<file path="config.mk">
export PLATFORM = sky130hd
export DESIGN_NAME = spi_ctl_top
export DESIGN_NICKNAME = d
export VERILOG_FILES = /design/src/rtl/spi_ctl_pkg.sv /design/src/rtl/spi_clkgen.sv /design/src/rtl/spi_in_sync.sv /design/src/rtl/spi_shift_engine.sv /design/src/rtl/spi_ctl_top.sv
export SDC_FILE = /design/constraint.sdc
export NUM_CORES = 1
export LEC_CHECK = 0
export BUFFER_PORTS_ARGS = -buffer_cell sky130_fd_sc_hd__buf_2
export CORE_ASPECT_RATIO = 1.2
export CORE_UTILIZATION = 63
export CTS_CLUSTER_DIAMETER = 40
export DETAILED_ROUTE_END_ITERATION = 8
export HOLD_SLACK_MARGIN = 0.05
export PLACE_DENSITY = 0.86
export RECOVER_POWER = 100
export SETUP_SLACK_MARGIN = 0.4
export SLEW_MARGIN = 20
export SYNTH_ARGS = -nofsm -noshare
export SYNTH_HDL_FRONTEND = slang
export SYNTH_HIERARCHICAL = 1
export SYNTH_SLANG_ARGS = --single-unit
</file>
<file path="constraint.sdc">
create_clock -name clk -period 6 [get_ports clk]
set_input_delay 0 -clock clk [delete_from_list [all_inputs] [get_ports clk]]
set_output_delay 0 -clock clk [all_outputs]
set_load 0.02 [all_outputs]
</file>
<file path="src/rtl/spi_ctl_pkg.sv">
package spi_ctl_pkg;

  // register addresses
  typedef enum logic [1:0] {
    ADDR_CTRL = 2'd0,
    ADDR_STAT = 2'd1,
    ADDR_DATA = 2'd2
  } reg_addr_e;

  // control field positions
  localparam int unsigned CTRL_EN   = 0;
  localparam int unsigned CTRL_MST  = 1;
  localparam int unsigned CTRL_IE   = 2;
  localparam int unsigned CTRL_RATE = 3;
  localparam int unsigned CTRL_W    = 5;

  // status field positions
  localparam int unsigned STAT_DONE = 0;
  localparam int unsigned STAT_WCOL = 1;

  // divider counter width; must hold the largest half period minus one
  localparam int unsigned DIV_CNT_W = 7;

  // half of the serial clock period, in system clocks
  function automatic int unsigned half_period(input logic [1:0] rate);
    case (rate)
      2'd0:    return 2;
      2'd1:    return 8;
      2'd2:    return 32;
      default: return 64;
    endcase
  endfunction

endpackage

</file>
<file path="src/rtl/spi_clkgen.sv">
module spi_clkgen
  import spi_ctl_pkg::*;
#(
  parameter int unsigned CNT_W = DIV_CNT_W
) (
  input  logic       clk,
  input  logic       rst,
  input  logic       run,
  input  logic [1:0] rate,
  output logic       tick
);

  logic [CNT_W-1:0] cnt;
  logic [CNT_W-1:0] lim;

  always_comb begin
    lim  = CNT_W'(half_period(rate) - 1);
    tick = run && (cnt == lim);
  end

  always_ff @(posedge clk) begin
    if (rst || !run) begin
      cnt <= '0;
    end else if (cnt == lim) begin
      cnt <= '0;
    end else begin
      cnt <= cnt + 1'b1;
    end
  end

endmodule

</file>
<file path="src/rtl/spi_in_sync.sv">
module spi_in_sync #(
  parameter int unsigned     W       = 3,
  parameter int unsigned     STAGES  = 2,
  parameter logic [W-1:0]    RST_VAL = '0
) (
  input  logic         clk,
  input  logic         rst,
  input  logic [W-1:0] d,
  output logic [W-1:0] q
);

  localparam int unsigned CHAIN_W = W * STAGES;

  logic [CHAIN_W-1:0] chain;

  always_ff @(posedge clk) begin
    if (rst) begin
      chain <= {STAGES{RST_VAL}};
    end else begin
      chain <= {chain[CHAIN_W-W-1:0], d};
    end
  end

  assign q = chain[CHAIN_W-1 -: W];

endmodule

</file>
<file path="src/rtl/spi_shift_engine.sv">
module spi_shift_engine #(
  parameter int unsigned DATA_W = 8
) (
  input  logic              clk,
  input  logic              rst,
  input  logic              en,
  input  logic              master,
  input  logic              tick,
  input  logic              start,
  input  logic [DATA_W-1:0] load_val,
  input  logic              miso_raw,
  input  logic              s_sclk,
  input  logic              s_mosi,
  input  logic              s_ss,
  output logic              busy,
  output logic              sclk_q,
  output logic              shift_msb,
  output logic              done_pulse,
  output logic [DATA_W-1:0] rx_byte
);

  localparam int unsigned     BC_W = (DATA_W > 1) ? $clog2(DATA_W) : 1;
  localparam logic [BC_W-1:0] LAST = BC_W'(DATA_W - 1);

  logic [DATA_W-1:0] sh;
  logic [DATA_W-1:0] sh_next;
  logic [BC_W-1:0]   bitcnt;
  logic              sample;
  logic              m_busy;
  logic              sclk_d;
  logic              ss_d;
  logic              sel;
  logic              s_rise;
  logic              s_fall;
  logic              s_select;

  always_comb begin
    sel      = !s_ss;
    s_rise   = sel && s_sclk && !sclk_d;
    s_fall   = sel && !s_sclk && sclk_d;
    s_select = ss_d && !s_ss;
    sh_next  = {sh[DATA_W-2:0], sample};
    busy     = master ? m_busy : sel;
  end

  assign shift_msb = sh[DATA_W-1];

  always_ff @(posedge clk) begin
    if (rst) begin
      sh         <= '0;
      bitcnt     <= '0;
      sample     <= 1'b0;
      m_busy     <= 1'b0;
      sclk_q     <= 1'b0;
      sclk_d     <= 1'b0;
      ss_d       <= 1'b1;
      done_pulse <= 1'b0;
      rx_byte    <= '0;
    end else begin
      sclk_d     <= s_sclk;
      ss_d       <= s_ss;
      done_pulse <= 1'b0;
      if (!en) begin
        m_busy <= 1'b0;
        sclk_q <= 1'b0;
        bitcnt <= '0;
      end else if (master) begin
        if (!m_busy) begin
          if (start) begin
            sh     <= load_val;
            m_busy <= 1'b1;
            bitcnt <= '0;
            sclk_q <= 1'b0;
          end
        end else if (tick) begin
          if (!sclk_q) begin
            // leading edge: capture the incoming bit
            sclk_q <= 1'b1;
            sample <= miso_raw;
          end else begin
            // trailing edge: shift, next bit appears on the line
            sclk_q <= 1'b0;
            sh     <= sh_next;
            if (bitcnt == LAST) begin
              m_busy     <= 1'b0;
              done_pulse <= 1'b1;
              rx_byte    <= sh_next;
              bitcnt     <= '0;
            end else begin
              bitcnt <= bitcnt + 1'b1;
            end
          end
        end
      end else begin
        m_busy <= 1'b0;
        sclk_q <= 1'b0;
        if (s_select) begin
          sh     <= load_val;
          bitcnt <= '0;
        end else if (!sel) begin
          bitcnt <= '0;
        end else if (s_rise) begin
          sample <= s_mosi;
        end else if (s_fall) begin
          if (bitcnt == LAST) begin
            sh         <= load_val;
            rx_byte    <= sh_next;
            done_pulse <= 1'b1;
            bitcnt     <= '0;
          end else begin
            sh     <= sh_next;
            bitcnt <= bitcnt + 1'b1;
          end
        end
      end
    end
  end

endmodule

</file>
<file path="src/rtl/spi_ctl_top.sv">
module spi_ctl_top
  import spi_ctl_pkg::*;
#(
  parameter int unsigned DATA_W      = 8,
  parameter int unsigned SYNC_STAGES = 2
) (
  input  logic              clk,
  input  logic              rst,
  input  logic [1:0]        reg_addr,
  input  logic              reg_wr,
  input  logic [DATA_W-1:0] reg_wdata,
  output logic [DATA_W-1:0] reg_rdata,
  output logic              irq,
  output logic              sclk_out,
  output logic              sclk_oe,
  input  logic              sclk_in,
  output logic              mosi_out,
  output logic              mosi_oe,
  input  logic              mosi_in,
  output logic              miso_out,
  output logic              miso_oe,
  input  logic              miso_in,
  input  logic              ss_n_in
);

  localparam int unsigned SYNC_W = 3;

  logic [CTRL_W-1:0] ctrl_q;
  logic              ctrl_en;
  logic              ctrl_master;
  logic              ctrl_ie;
  logic [1:0]        ctrl_rate;
  logic              done_f;
  logic              wcol_f;
  logic [DATA_W-1:0] rbuf;
  logic [DATA_W-1:0] tx_hold;
  logic [DATA_W-1:0] load_val;
  logic              ctrl_wr;
  logic              stat_wr;
  logic              data_wr;
  logic              start;
  logic              collide;
  logic              busy;
  logic              tick;
  logic              sclk_q;
  logic              shift_msb;
  logic              done_pulse;
  logic [DATA_W-1:0] rx_byte;
  logic [SYNC_W-1:0] sync_q;
  logic              s_sclk;
  logic              s_mosi;
  logic              s_ss;

  always_comb begin
    ctrl_en     = ctrl_q[CTRL_EN];
    ctrl_master = ctrl_q[CTRL_MST];
    ctrl_ie     = ctrl_q[CTRL_IE];
    ctrl_rate   = ctrl_q[CTRL_RATE +: 2];
    ctrl_wr     = reg_wr && (reg_addr == ADDR_CTRL);
    stat_wr     = reg_wr && (reg_addr == ADDR_STAT);
    data_wr     = reg_wr && (reg_addr == ADDR_DATA);
    collide     = data_wr && ctrl_en && busy;
    start       = data_wr && ctrl_en && ctrl_master && !busy;
    load_val    = ctrl_master ? reg_wdata : tx_hold;
    s_ss        = sync_q[2];
    s_mosi      = sync_q[1];
    s_sclk      = sync_q[0];
  end

  spi_in_sync #(
    .W       (SYNC_W),
    .STAGES  (SYNC_STAGES),
    .RST_VAL (3'b100)
  ) u_sync (
    .clk (clk),
    .rst (rst),
    .d   ({ss_n_in, mosi_in, sclk_in}),
    .q   (sync_q)
  );

  spi_clkgen #(
    .CNT_W (DIV_CNT_W)
  ) u_clkgen (
    .clk  (clk),
    .rst  (rst),
    .run  (ctrl_en && ctrl_master && busy),
    .rate (ctrl_rate),
    .tick (tick)
  );

  spi_shift_engine #(
    .DATA_W (DATA_W)
  ) u_engine (
    .clk        (clk),
    .rst        (rst),
    .en         (ctrl_en),
    .master     (ctrl_master),
    .tick       (tick),
    .start      (start),
    .load_val   (load_val),
    .miso_raw   (miso_in),
    .s_sclk     (s_sclk),
    .s_mosi     (s_mosi),
    .s_ss       (s_ss),
    .busy       (busy),
    .sclk_q     (sclk_q),
    .shift_msb  (shift_msb),
    .done_pulse (done_pulse),
    .rx_byte    (rx_byte)
  );

  // register file
  always_ff @(posedge clk) begin
    if (rst) begin
      ctrl_q  <= '0;
      done_f  <= 1'b0;
      wcol_f  <= 1'b0;
      rbuf    <= '0;
      tx_hold <= '0;
    end else begin
      if (ctrl_wr) begin
        ctrl_q <= reg_wdata[CTRL_W-1:0];
      end
      if (data_wr && !collide) begin
        tx_hold <= reg_wdata;
      end
      if (done_pulse) begin
        rbuf <= rx_byte;
      end
      done_f <= done_pulse || (done_f && !(stat_wr && reg_wdata[STAT_DONE]));
      wcol_f <= collide    || (wcol_f && !(stat_wr && reg_wdata[STAT_WCOL]));
    end
  end

  // registered outputs
  always_ff @(posedge clk) begin
    if (rst) begin
      reg_rdata <= '0;
      irq       <= 1'b0;
      sclk_oe   <= 1'b0;
      mosi_oe   <= 1'b0;
      miso_oe   <= 1'b0;
    end else begin
      case (reg_addr)
        ADDR_CTRL: reg_rdata <= DATA_W'(ctrl_q);
        ADDR_STAT: reg_rdata <= DATA_W'({wcol_f, done_f});
        ADDR_DATA: reg_rdata <= rbuf;
        default:   reg_rdata <= '0;
      endcase
      irq     <= ctrl_ie && done_f;
      sclk_oe <= ctrl_en && ctrl_master;
      mosi_oe <= ctrl_en && ctrl_master;
      miso_oe <= ctrl_en && !ctrl_master && !s_ss;
    end
  end

  assign sclk_out = sclk_q;
  assign mosi_out = shift_msb;
  assign miso_out = shift_msb;

endmodule

</file>
# Yosys cells after proc, flatten, opt, wreduce, memory -nomap -nowiden
# Cells that the tools add are included.
# op_classes
n_mux	58
bitwise	2
n_eq_ne	20
reduce_logical	50
add_sub_neg	3
# ops
op	count
2-to-1 mux 8 bit	20
2-to-1 mux 3 bit	10
2-to-1 mux 1 bit	26
one-hot mux 8 bit (3 select lines)	1
logical AND 1 bit	23
one-hot mux 7 bit (3 select lines)	1
AND reduction 7 bit	2
!= test 2 bit (second input constant)	5
zero test 1 bit	9
AND reduction 8 bit	1
adder 7 x 1 -> 7 bit (second input constant)	1
equality test 7 bit	1
subtractor 7 x 1 -> 7 bit (second input constant)	1
!= test 2 x 1 -> 1 bit (second input constant)	3
!= test 3 x 2 -> 1 bit (second input constant)	2
!= test 3 bit (second input constant)	2
nonzero test 2 bit	3
AND reduction 5 bit	1
equality test 2 x 1 -> 1 bit (second input constant)	2
equality test 2 bit (second input constant)	2
zero test 2 bit	2
!= test 4 bit (second input constant)	1
nonzero test 4 bit	1
OR reduction 2 bit	2
8 further kinds	11
# word_totals
input_bits	17
register_bits	72
elab_cells	153

# Logic depth before layout (Yosys ltp)
# logic_depth
depth_word	8
ltp_mapped	11

# Hierarchy
# Netlist, hierarchy kept.
# by_module_without_submodules
module	cells_each	seq_area_each_um2	instances	area_per_inst_um2
spi_ctl_top	138	680.7	1	1480.2
spi_shift_engine	136	500.5	1	1261.2
spi_clkgen	39	140.1	1	379.1
spi_in_sync	15	120.1	1	180.2

# Least setup slack after synthesis
# No wires, ideal clock.
# synth_path
kind	reg2reg
start	register ctrl_q[4]
end	register u_engine.sh[0]
stages_incl_launch_ff	12
arrival_time_ps	2242
slack_ps	3624
setup_ps	134
period_less_slack_ps	2376
cell_sequence	dfxtp_1 -> or2_1 -> ha_1 -> xor2_1 -> nand4b_1 -> a21oi_4 -> and2_1 -> nand3_1 -> nand3_1 -> and2_1 -> buf_2 -> a211oi_1
# synth_via
elab_chain_cells	7
elab_cells_between_ends	9
# synth_lines
item	line_no	rtl
start: declaration	spi_ctl_top.sv:28	logic [CTRL_W-1:0] ctrl_q;
start signal: assignment	spi_ctl_top.sv:122	ctrl_q <= reg_wdata[CTRL_W-1:0];
equality test 2 bit, or another cell as far along	spi_ctl_pkg.sv:26	case (rate)
one-hot mux 7 bit (3 select lines) *	spi_ctl_pkg.sv:26	
subtractor 7 x 1 -> 7 bit *	spi_clkgen.sv:17	lim = CNT_W'(half_period(rate) - 1);
equality test 7 bit *	spi_clkgen.sv:18	tick = run && (cnt == lim);
logical AND 1 bit *	spi_clkgen.sv:18	
via tick	spi_ctl_top.sv:44	logic tick;
!= test 3 bit (no line) *	n/a	
AND reduction 7 bit (no line) *	n/a	
end signal: assignment	spi_shift_engine.sv:70	sh <= load_val;
end signal: assignment	spi_shift_engine.sv:83	sh <= sh_next;
end signal: assignment	spi_shift_engine.sv:98	sh <= load_val;
end: declaration	spi_shift_engine.sv:25	logic [DATA_W-1:0] sh;
# The timed path passes the listed nets; every way through them passes the cells marked *.
# A chain may end at the register's enable or synchronous reset.

# Worst setup path in the final report
# layout_path
start	register ctrl_q[1]
end	register u_engine.sh[6]
# layout_via
elab_cells_between_ends	23
# layout_lines
item	line_no	rtl
2-to-1 mux 1 bit	spi_shift_engine.sv:43	busy = master ? m_busy : sel;
via busy	spi_ctl_top.sv:43	logic busy;
logical AND 1 bit	spi_ctl_top.sv:86	.run (ctrl_en && ctrl_master && busy),
logical AND 1 bit	spi_clkgen.sv:18	
via tick	spi_ctl_top.sv:44	
!= test 3 bit (no line)	n/a	
AND reduction 7 bit (no line)	n/a	
# The timed path passes the listed nets, and every way through them passes these cells. The select of a mux whose other input is x is not followed.

==> results_dict.tcl <==
set metrics [dict create \
    hold_path.class "in -> reg" \
    die_w_um 68.08 \
    fillers 360 \
    synthTopCellsByCount "dfxtp_1 (72), mux2i_1 (43), nand2b_1 (25)" \
    postSynthNetCount 350 \
    outcome "finished, final reports clean" \
    vias_per_cell 5.672 \
    hp-start "reg_addr[1]" \
    rsz0062_at_grt "no" \
    grt_max_degree 78 \
    whs_path_depth 2 \
    syn_area_um2 3301 \
    r2r_start "ctrl_q[1]" \
    p_per_area_nw_per_um2 264.2 \
    firstDrtPassIters 4 \
    core_um2 4975 \
    gr-total-overflow 0 \
    cts_tree "built" \
    start_util 0.6635 \
    cts.reportedPaths.clkPinSlew_ns 0.07 \
    die_h_um 81.29 \
    fin_cells 427 \
    preCtsSetupSlack_ns 2.792 \
    max_freq_mhz 308.8 \
    fin_worst_skew_ns 0.006139 \
    critPathMaxFanout 25 \
    drive_gt1_frac 0.1608 \
    drt_iter0_drc 110 \
    fin_ws_ns 2.761 \
    drc 0 \
    critPathRequiredTime_ns 6.21 \
    synth_top_area_frac 0.4367 \
    dp_hpwl_um 4242 \
    design.die.area_um2 5534 \
    synth.area.top_cells "dfxtp_1 (44%), mux2i_1 (13%), nand2b_1 (4.7%)" \
    synthFlopType "dfxtp_1" \
    power.leakage_nw 1.316 \
    yosysMostFrequentCell "dfxtp_1" \
    async_reset_ff_frac 0 \
    synth-edff-count 0 \
    cp.arrival_ns 3.44 \
    area_growth_pct 12.51 \
    final_nets 384 \
    grt_pass1_vias 2298 \
    synthCells 328 \
    cts_max_level 3 \
    hold_end "reg_rdata[7]" \
    n_antenna_cell 0 \
    cts_num_sinks 72 \
    fin_crit_sh 0.5398 \
    min_period_ns 3.239 \
    rr_worst_depth 8 \
    final_util 0.7465 \
    power_w 0.0009811 \
    placed_cells 397 \
    start_kind "register" \
    syn_area_per_cell_um2 10.06 \
    io_pins 32 \
    cts_root_buf "clkbuf_8" \
    yosysSeqAreaShare 0.4367 \
    critPathCaptureType "register" \
    io_buffer_count 31 \
    cts.path.max_buffers 2 \
    hold_viol_final 0 \
    clkLatencyLatePin_ns 0.35 \
    path_class "reg -> reg" \
    antenna_found_initial 0 \
    worst_slew_pin_slew_ns 1.157 \
    post_drt_wl_per_cell_um 15.53 \
    synth_cell_types 47 \
    max_cap_violations 0 \
    ir_drop_v 0.0001959 \
    num_rows 28 \
    rrSetupSlack_ns 2.76 \
    slew_viol_final 0 \
    regToRegEndpoint "u_engine/sh[6]" \
    finalSetupViolCount 0 \
    final_antenna_net_count 0 \
    synth_seq_cells 72 \
    maxSlewHeadroom 0.2283 \
    vias 2422 \
    grtUsageTotal 0.2653 \
    post_cts_buffers 0 \
    wirelength_um 6633 \
    place.gp.congestion 0.9543 \
    grt_first_pass_wirelength_um 10650 \
    cts_buffers 9 \
    yosys.area.top_type "dfxtp_1" \
    synth_warnings 6 \
    setup_tns_ns 0 \
]
==> cell usage in the layout, fill, tap and decap left out, types with 2 or more instances in the layout <==
cell type | synthesis | routed
clkbuf_8 | 0 | 11
dlygate4sd3_1 | 0 | 14
inv_1 | 4 | 4
clkinv_2 | 0 | 2
nand2_1 | 10 | 10
a21oi_1 | 17 | 18
a211oi_1 | 9 | 9
o31a_1 | 2 | 2
nand3b_1 | 2 | 2
and2_0 | 0 | 2
and3_1 | 5 | 5
nand2b_1 | 25 | 25
nor2b_1 | 8 | 8
or2b_1 | 3 | 3
nor2_1 | 23 | 23
or2b_2 | 13 | 13
nand4b_1 | 3 | 3
xnor2_1 | 3 | 3
clkbuf_1 | 6 | 16
dfxtp_1 | 72 | 72
xor2_1 | 5 | 5
or2_1 | 3 | 3
nor3_1 | 10 | 10
mux2i_1 | 43 | 43
nand3_1 | 9 | 9
or2_0 | 2 | 2
nor3b_1 | 1 | 2
buf_2 | 5 | 14
ha_1 | 5 | 5
mux2_2 | 8 | 8
bufinv_16 | 0 | 2
or2_2 | 2 | 2
==> routing by layer <==
layer,GRT usage,routed length [µm]
met3,0.05899,296
met5,0,0
met2,0.4392,3250
met4,0.1333,176
met1,0.3159,2911
==> timing repair <==
| item | in CTS | in global routing |
|---|---|---|
| hold buffers | 14 | 0 |
| endpoints found under the hold margin | 21 | 0 |
| resized for setup | 0 | 0 |
==> area by class of cell <==
cell class | count | area, µm² | share of cell area
Inverter | 4 | 15.01 | 0.004043
Tap cell | 60 | 75.07 | 0.02022
Multi-Input combinational cell | 230 | 1674 | 0.4508
Timing Repair Buffer | 45 | 277.8 | 0.07480
Sequential cell | 72 | 1441 | 0.3881
Clock buffer | 11 | 151.4 | 0.04077
Clock inverter | 5 | 78.83 | 0.02123
==> through the flow <==
step           hold slack (ns)  cell area [µm²]
6_report               0.08198             3714
5_1_grt                0.08868             3714
4_1_cts                0.08444             3761
3_5_place_dp            0.1896             3391
3_3_place_gp            0.1791             3391
2_1_floorplan          0.07161             3301
==> cell families (layout without fill, tap and decap cells) <==
family,count (synthesis),after routing,synth area share
simple gates,126,126,0.2301
flops,72,72,0.4367
mux,51,51,0.1577
compound gates,40,40,0.08833
buf+inv,26,65,0.04700
xor+xnor,8,8,0.02123
fa+ha+maj,5,5,0.01895
==> where the power goes <==
| group | switching, W | leakage (nW) | internal [W] |
|---|---|---|---|
| combinational | 0.0000273 | 0.614 | 0.0000296 |
| sequential | 0.00000636 | 0.582 | 0.000484 |
| clock | 0.000178 | 0.119 | 0.000256 |
==> worst max-delay path: stages (launching register included) <==
cell and delay, ns:
dfxtp_1 0.90, nand2b_1 0.21, a21boi_0 0.42, and3_1 0.24, and2_0 0.23, nand3_1 0.13
nand3_1 0.33, and2_0 0.47, a211oi_1 0.16
==> how the worst max path moves through the flow <==
stage / start / end / slack, ns / cells past startpoint
after floorplan: ctrl_q[4] / u_engine/sh[0] / 3.62 / 11
after global placement: ctrl_q[1] / u_engine/rx_byte[7] / 2.97 / 8
after detailed placement: ctrl_q[1] / u_engine/rx_byte[3] / 2.79 / 8
after CTS: ctrl_q[1] / u_engine/rx_byte[3] / 2.78 / 8
after global routing: ctrl_q[1] / u_engine/sh[5] / 2.50 / 8
final: ctrl_q[1] / u_engine/sh[6] / 2.76 / 8
==> sequential cells by signal, indices dropped and copies added, names as in the netlist <==
| register | count |
|---|---|
| ctrl_q | 5 |
| done_f | 1 |
| irq | 1 |
| miso_oe | 1 |
| mosi_oe | 1 |
| rbuf | 8 |
| reg_rdata | 8 |
| tx_hold | 8 |
| u_clkgen/cnt | 7 |
| u_engine/bitcnt | 3 |
| u_engine/done_pulse | 1 |
| u_engine/m_busy | 1 |
| u_engine/rx_byte | 8 |
| u_engine/sample | 1 |
| u_engine/sclk_d | 1 |
| u_engine/sclk_q | 1 |
| u_engine/sh | 8 |
| u_engine/ss_d | 1 |
| u_sync/chain | 6 |
| wcol_f | 1 |
(Power assumes the default switching activity.)
